## config.mk

```make
export PLATFORM = sky130hd
export DESIGN_NAME = stereo_atten_ctl
export DESIGN_NICKNAME = d
export VERILOG_FILES = /design/src/rtl/stereo_atten_ctl.sv
export SDC_FILE = /design/constraint.sdc
export NUM_CORES = 1
export LEC_CHECK = 0
export BUFFER_PORTS_ARGS = -buffer_cell sky130_fd_sc_hd__buf_4
export CAP_MARGIN = 5
export CELL_PAD_IN_SITES_DETAIL_PLACEMENT = 0
export CELL_PAD_IN_SITES_GLOBAL_PLACEMENT = 1
export CORE_UTILIZATION = 54
export DETAILED_ROUTE_END_ITERATION = 10
export GPL_TIMING_DRIVEN = 0
export PLACE_DENSITY_LB_ADDON = 0.1
export SYNTH_ARGS = -nofsm -noshare
export SYNTH_HDL_FRONTEND = slang
export SYNTH_SLANG_ARGS = --single-unit
```

## constraint.sdc

```tcl
create_clock -name clk -period 16.6 [get_ports clk]
set_input_delay 1.66 -clock clk [delete_from_list [all_inputs] [get_ports clk]]
set_output_delay 1.66 -clock clk [all_outputs]
set_load 0.05 [all_outputs]
```

## src/rtl/stereo_atten_ctl.sv

```systemverilog
module stereo_atten_ctl #(
  parameter int NDAC = 8,
  parameter int VW   = 7,
  parameter int AW   = 7,
  parameter int SELW = $clog2(NDAC + 2)
) (
  input  logic            clk,
  input  logic            rst_n,
  input  logic            upd_en,
  input  logic [SELW-1:0] upd_sel,
  input  logic            upd_mute,
  input  logic [VW:0]     upd_val,
  input  logic            wr_gnt,
  output logic            wr_req,
  output logic [AW-1:0]   wr_addr,
  output logic [VW+1:0]   wr_data
);
  localparam int IW    = $clog2(NDAC);
  localparam int VMAX  = (1 << VW) - 1;
  localparam int LREF  = (1 << (VW + 1)) - 1;
  localparam int SH    = 3 * VW + 1;
  localparam int RECIP = ((1 << SH) + VMAX - 1) / VMAX;
  localparam int RW    = $clog2(RECIP + 1);
  localparam int PW    = 2 * VW + RW;
  localparam int QW    = PW - SH;
  localparam int NLUT  = 1 << QW;

  typedef enum logic [2:0] {S_IDLE, S_MUL, S_DIV, S_PRE, S_UPD} st_t;

  function automatic logic [VW-1:0] lut_f(input int x);
    real db;
    int  n;
    if (x == 0) return VW'(VMAX);
    db = 20.0 * $log10(real'(LREF) / real'(x));
    n  = $rtoi(db + 0.5);
    if (n > VMAX) n = VMAX;
    if (n < 0) n = 0;
    return VW'(n);
  endfunction

  st_t            st;
  logic [VW-1:0]  vol  [NDAC];
  logic [NDAC-1:0] mute;
  logic [VW-1:0]  mvol [2];
  logic [1:0]     mmute;
  logic [NDAC-1:0] pend, set_m, pick_m, even_m;
  logic [IW-1:0]  cur, nxt;
  logic [2*VW-1:0] prod_q;
  logic           mute_q;
  logic [VW-1:0]  code_q;
  logic [PW-1:0]  scaled;
  logic [QW-1:0]  quot;
  logic [VW-1:0]  rom [NLUT];

  for (genvar g = 0; g < NLUT; g++) begin : g_rom
    assign rom[g] = lut_f(g);
  end

  for (genvar g = 0; g < NDAC; g++) begin : g_side
    assign even_m[g] = (g % 2 == 0);
  end

  wire          side   = upd_sel[0];
  wire [IW-1:0] ch     = upd_sel[IW-1:0];
  wire          sel_ch = upd_sel < SELW'(NDAC);
  wire          sel_ms = !sel_ch && (upd_sel < SELW'(NDAC + 2));
  wire          vol_ok = !upd_val[VW];

  wire chg_ch = upd_en && sel_ch &&
                (upd_mute ? (mute[ch] != upd_val[0])
                          : (vol_ok && vol[ch] != upd_val[VW-1:0]));
  wire chg_ms = upd_en && sel_ms &&
                (upd_mute ? (mmute[side] != upd_val[0])
                          : (vol_ok && mvol[side] != upd_val[VW-1:0]));

  always_comb begin
    if (chg_ch)      set_m = NDAC'(1) << ch;
    else if (chg_ms) set_m = side ? ~even_m : even_m;
    else             set_m = '0;
  end

  always_comb begin
    nxt = '0;
    for (int i = NDAC - 1; i >= 0; i--)
      if (pend[i]) nxt = IW'(i);
  end

  assign pick_m = (st == S_IDLE && |pend) ? (NDAC'(1) << nxt) : '0;

  assign scaled = PW'(prod_q) * PW'(RECIP);
  assign quot   = scaled[PW-1:SH];

  assign wr_req  = (st == S_PRE) || (st == S_UPD);
  assign wr_addr = AW'(cur);
  assign wr_data = {{2{st == S_UPD}}, code_q};

  always_ff @(posedge clk) begin
    if (!rst_n) begin
      st     <= S_IDLE;
      pend   <= '1;
      mute   <= '1;
      mmute  <= '1;
      for (int i = 0; i < NDAC; i++) vol[i] <= '0;
      mvol[0] <= '0;
      mvol[1] <= '0;
      cur    <= '0;
      prod_q <= '0;
      mute_q <= 1'b1;
      code_q <= '0;
    end else begin
      pend <= (pend & ~pick_m) | set_m;
      if (chg_ch) begin
        if (upd_mute) mute[ch] <= upd_val[0];
        else          vol[ch]  <= upd_val[VW-1:0];
      end
      if (chg_ms) begin
        if (upd_mute) mmute[side] <= upd_val[0];
        else          mvol[side]  <= upd_val[VW-1:0];
      end
      case (st)
        S_IDLE: if (|pend) begin
          cur <= nxt;
          st  <= S_MUL;
        end
        S_MUL: begin
          prod_q <= (2*VW)'(vol[cur]) * (2*VW)'(mvol[cur[0]]);
          mute_q <= mute[cur] | mmute[cur[0]];
          st     <= S_DIV;
        end
        S_DIV: begin
          code_q <= mute_q ? '0 : VW'(VMAX) - rom[quot];
          st     <= S_PRE;
        end
        S_PRE: if (wr_gnt) st <= S_UPD;
        S_UPD: if (wr_gnt) st <= S_IDLE;
        default: st <= S_IDLE;
      endcase
    end
  end


  req_hold_chk: assert property (@(posedge clk) disable iff (!rst_n)
    wr_req && !wr_gnt |=> wr_req && $stable(wr_addr) && $stable(wr_data));


  upd_pair_chk: assert property (@(posedge clk) disable iff (!rst_n)
    wr_req && wr_gnt && !wr_data[VW+1] |=>
      wr_req && wr_addr == $past(wr_addr) &&
      wr_data == ($past(wr_data) | {2'b11, {VW{1'b0}}}));


  addr_range_chk: assert property (@(posedge clk) disable iff (!rst_n)
    wr_req |-> wr_addr < AW'(NDAC));


  pair_gap_chk: assert property (@(posedge clk) disable iff (!rst_n)
    wr_req && wr_gnt && wr_data[VW+1] |=> !wr_req);


  mute_zero_chk: assert property (@(posedge clk) disable iff (!rst_n)
    wr_req && mute_q |-> wr_data[VW-1:0] == '0);

endmodule

```

# Yosys cells after proc, flatten, opt, wreduce, memory -nomap -nowiden
# Memories as Yosys holds them, arrays and structs flattened. A register that Yosys moved wholly into a read port is not among the register bits.
# Cells that the tools add are included.
# Widths: inputs -> output; s select.
# word_totals
reg_bits	46
latchBits	0
ramBits	70
rom_bits	1792
in_bits	17
out_inout_bits	17
wordCells	115
n_memories	3
# memory_table
name	depth	word_bits	read_ports	rd_ports_with_merged_regs	write_ports	line_no	source
(name not given)	256	7	1	0	0	131	code_q <= mute_q ? '0 : VW'(VMAX) - rom[quot];
vol	8	7	2	1	8	42	logic [VW-1:0] vol [NDAC];
mvol	2	7	2	1	2	44	logic [VW-1:0] mvol [2];
# classes
n_addsub	1
mul	2
div_mod_pow	0
magnitude_cmp	9
eq_ne	11
n_shift	2
n_mux	53
n_bitwise	5
reduce_logical	21
# ops
op	count
$mux 3	14
$mux 7	5
$mux 8	4
$mul 14x16->30 const B	1
$mux 1	23
$shl 1x3->8 const A	2
$pmux 3 s5	1
$mul 7x7->14	1
$ne 7x7->1	2
$reduce_or 7->1	2
$logic_and 1x1->1	10
$ge 9x9->1 const B	1
$not 8->9	1
$and 8x8->8	1
$bwmux 8	1
$lt 3x4->1 const B	2
$lt 4x4->1 const B	2
$not 8->8	1
$or 8x8->8	1
$reduce_or 8->1	1
$sub 7x7->7 const A	1
$bmux 1 s3	2
$eq 3x2->1 const B	2
$reduce_and 2->1	3
other kinds (16)	20

# Longest topological paths before layout
# logic_depth
ltp_word	13
depth_mapped	26
depth_no_buf	25

# Worst setup path before layout
# OpenSTA, ideal clock, no wires.
# synth_path
path_type	register -> register
start	reg (tool-made name)
end	reg prod_q[13]
setup_time_ns	0.074
t_arrival_ns	5.678
required_time_ns	16.526
slack_ns	10.848
stages_incl_launch_ff	18
n_path_buf	2
period_less_slack_ns	5.752
path_cell_list	dfxtp_1 > clkbuf_1 > buf_1 > mux4_2 > mux2_2 > nand2_1 > fa_1 > fa_1 > fa_1 > inv_1 > fa_1 > ha_1 > a21oi_1 > o21bai_1 > a211o_1 > a2111oi_0 > o21ai_0 > a31oi_1
# synth_rtl
item	line_no	source
end signal, assigned	126	prod_q <= (2*VW)'(vol[cur]) * (2*VW)'(mvol[cur[0]]);
end, declared	48	logic [2*VW-1:0] prod_q;

# Final worst setup path
# layout_path
start	reg prod_q[12]
end	reg code_q[0]
# layout_via
elab_chain_cells	7
# layout_rtl
item	line_no	source
$mul 14x16->30	90	assign scaled = PW'(prod_q) * PW'(RECIP);
$not 8->9 (not written as such)	131	
$mem_v2 256x7	-	
$mux 7 (not written as such) (2 in series)	131	
$sub 7x7->7	131	
$mux 7	131	
end signal, assigned	131	
end, declared	50	logic [VW-1:0] code_q;
# Every way passes these cells. The select of a mux whose other input is x is not followed.
# A chain may end at the register's enable or synchronous reset.

==> flow_metrics.py <==
metrics = {
    "global_route": {
        "antenna_found_initial": 0,
        "grt_pass1_vias": 7961,
        "grt_max_degree": 17,
        "grt_use_total": 0.280,
        "overflow": 0,
        "grt_pass1_wl_um": 42700,
    },
    "floorplan": {
        "die_area_mm2": 0.0200,
        "core_mm2": 0.0188,
        "num_rows": 50,
        "start_util": 0.556,
        "die_height_um": 141,
        "top_level_ports": 34,
        "dieWidth_um": 141,
    },
    "timing": {
        "tightest_slew_ns": 1.01,
        "setup_viol": 0,
        "slew_headroom": 0.321,
        "fmax_mhz": 151,
        "final-max-slew-violation-count": 0,
        "rsz0062_at_grt": "no",
        "period_minus_slack_ns": 6.64,
        "final-hold-violation-count": 0,
        "skew_ns": 0.0138,
        "holdWs_ns": 0.453,
        "period_share": 0.400,
        "setup_tns_ns": 0,
    },
    "routing": {
        "dr.pass1.iters": 5,
        "vias": 8365,
        "dr.first_iter.drc_count": 495,
        "viasPerCell": 5.96,
        "drc": 0,
        "antenna_left": 0,
        "routed_wl_um": 26500,
        "wl_per_cell_um": 18.8,
    },
    "worst_setup_path": {
        "arrival_ns": 6.97,
        "critPathMaxFanout": 11,
        "crit_slowest_cell": "dfxtp_1",
        "cpPeakStageDelay_ns": 0.58,
        "startpoint_type": "flop",
        "required_ns": 16.94,
        "timing.critical_path.mode_cell": "ha_1",
        "critPathBufInv": 6,
        "end_kind": "flop",
        "crit_type": "flop to flop",
        "critical-path-top-delay-family": "adder cells",
        "rr_worst_depth": 24,
        "cp.depth": 24,
        "worstPathCellList": "clkinv_1, ha_1, inv_1, ha_1, fa_1, ha_1, ha_1, fa_1, ha_1, a21oi_1, o21ai_1, a221o_2, a221oi_2, buf_2, xnor2_1, inv_1, ha_1, inv_1, ha_1, inv_1, a32o_1, o21ai_0, o2111ai_1, a211oi_1",
    },
    "finish": {
        "nNetsFinal": 1307,
        "area_growth_pct": 10.5,
        "postLayoutCellArea_mm2": 0.0116,
        "drive_gt1_frac": 0.120,
        "fill_cells": 1594,
        "n_antenna_cell": 0,
    },
    "clock_network": {
        "cts.repair.resized": 0,
        "numCtsBuffers": 17,
        "post_cts_buffers": 0,
        "clock_sinks": 120,
        "clk_latency_ns": 0.44,
        "path_clk_slew_ns": 0.06,
        "root_buffer": "clkbuf_16",
        "htree_levels": 4,
        "cts_buffer_depth": 2,
        "postCtsHoldBufs": 0,
        "cts_tree": "yes",
    },
    "yosys": {
        "yosys.cell_types.count": 76,
        "synth_warnings": 0,
        "yosysSeqAreaShare": 0.296,
        "synth_edf_count": 70,
        "syn-cell-area_mm2": 0.0105,
        "ys_ff_latch": 120,
        "async_flop_share": 0,
        "synthCells": 1084,
        "avgSynthCellArea_um2": 9.67,
        "synth_top_flop_cell": "edfxtp_1",
    },
    "pwr": {
        "p_int_mw": 0.677,
        "leakagePower_nw": 5.31,
        "seqPwrFrac": 0.324,
        "p_comb_frac": 0.330,
        "peakVddDrop_mv": 0.0925,
        "swShare": 0.362,
        "p_clk_frac": 0.346,
        "p_sw_mw": 0.384,
        "p_per_area_mw_per_mm2": 91.6,
    },
    "min_path": {
        "whs_path_depth": 2,
        "hp-class": "flop to flop",
    },
    "placed_design": {
        "dp_hpwl_um": 20400,
        "port-buffer-count": 25,
        "dpl-instance-area_mm2": 0.0110,
        "routabilityCongestion": 0.903,
    },
    "status": {
        "status": "finished, final reports clean",
    },
    "flow_run": {
        "drv_cap": 0,
    },
}
-- power by group through the flow --
stage / clock network, mW / logic, mW / registers, mW
6_report: 0.367 / 0.350 / 0.344
2_1_floorplan: 0 / 0.258 / 0.346
5_1_grt: 0.380 / 0.395 / 0.346
4_1_cts: 0.368 / 0.352 / 0.344
3_3_place_gp: 0 / 0.348 / 0.349
3_5_place_dp: 0 / 0.348 / 0.350
-- worst min-delay path, delay by kind of cell (launching register included) --
family / cells / cell delay (ns)
and+or+nand+nor: 1 / 0.05
DFF: 1 / 0.31
AOI/OAI and AO/OA: 1 / 0.05
-- cells by family after synthesis --
| logic type | after synthesis | synth area share |
|---|---|---|
| simple gates | 351 | 0.167 |
| compound gates | 188 | 0.122 |
| fa+ha+maj | 160 | 0.214 |
| buf+inv | 160 | 0.0648 |
| flops | 120 | 0.296 |
| mux | 72 | 0.108 |
| xor+xnor | 32 | 0.0267 |
| other cells | 1 | 0.000358 |
-- cells in the mapped netlist, drive strengths merged (4+ instances only) --
cell type    n  area (um2)
nand2b      13        81.3
o31ai        5        37.5
o21ai       33         176
mux4        32         721
a211oi       8        60.1
nand2      118         443
o41ai        4        35.0
buf         26         174
o211ai      11        82.6
dfxtp       50        1000
fa          33         661
o2111ai      4        35.0
nand3       28         140
mux2i       28         280
and3        51         319
edfxtp      70        2100
nor2b        9        56.3
a221o        4        42.5
a31oi        8        50.1
o21bai       6        45.0
a21o         4        30.0
ha         126        1580
and2        36         225
mux2        12         135
a21oi       55         275
nor3        18        90.1
xnor2       19         166
o221ai       6        52.6
a221oi       7        67.6
or3          5        31.3
inv         90         340
clkbuf      42         158
nor2        49         184
xor2        13         114
nand4        6        37.5
-- routing by layer --
layer	vias up	part of all wire	GRT usage
met1	4072	0.43	0.356
met3	39	0.048	0.0553
met4	0	0.018	0.0721
met2	239	0.50	0.488
li1	4015	-	-
met5	-	0	0
-- state kept, by name, summed over array words and instances, names as in the netlist, named ones only --
name and count:
code_q 7, cur 3, mmute 2, mute 8
mute_q 1, mvol 14, pend 8, prod_q 14
st 3, vol 56
-- cell type report --
cell class | count | area (um2) | share of cell area
plain buffers | 68 | 332 | 0.0286
clock buffers | 17 | 425 | 0.0367
clock inverters | 15 | 155 | 0.0134
inverters | 92 | 348 | 0.0300
multi-input cells | 807 | 6710 | 0.579
flip-flops and latches | 120 | 3100 | 0.268
well taps | 260 | 325 | 0.0281
repair buffers | 25 | 188 | 0.0162
-- stage by stage --
stage	total power [mW]	utilization	setup slack, ns	std cells
floorplan	0.604	-	10.85	1087
global placement	0.697	0.584	10.02	1372
detailed placement	0.698	0.584	10.02	1372
CTS	1.06	0.615	9.98	1404
global route	1.12	0.615	9.51	1404
finish	1.06	0.615	9.96	1404
-- placed cells by master (no fill, tap or decap), drive strengths merged, types with 7 or more instances in the layout --
cell | netlist | final
edfxtp | 70 | 70
o21ai | 33 | 33
nand2 | 118 | 118
dfxtp | 50 | 50
a221oi | 7 | 7
and3 | 51 | 51
inv | 90 | 99
xnor2 | 19 | 19
nor2 | 49 | 49
a21oi | 55 | 55
nand3 | 28 | 28
a31oi | 8 | 8
mux2i | 28 | 28
buf | 26 | 51
mux2 | 12 | 12
and2 | 36 | 36
a211oi | 8 | 8
nand2b | 13 | 13
nor3 | 18 | 18
ha | 126 | 126
nor2b | 9 | 9
mux4 | 32 | 32
clkbuf | 42 | 59
fa | 33 | 33
xor2 | 13 | 13
o211ai | 11 | 11
-- final timing paths --
path | from | endpoint | slack, ns
min reg2reg | code_q[5] | code_q[5] | 0.45
max | prod_q[12] | code_q[0] | 9.96
max reg2reg | prod_q[12] | code_q[0] | 9.96
min | code_q[5] | code_q[5] | 0.45
Power figures use the tool's default switching activity.
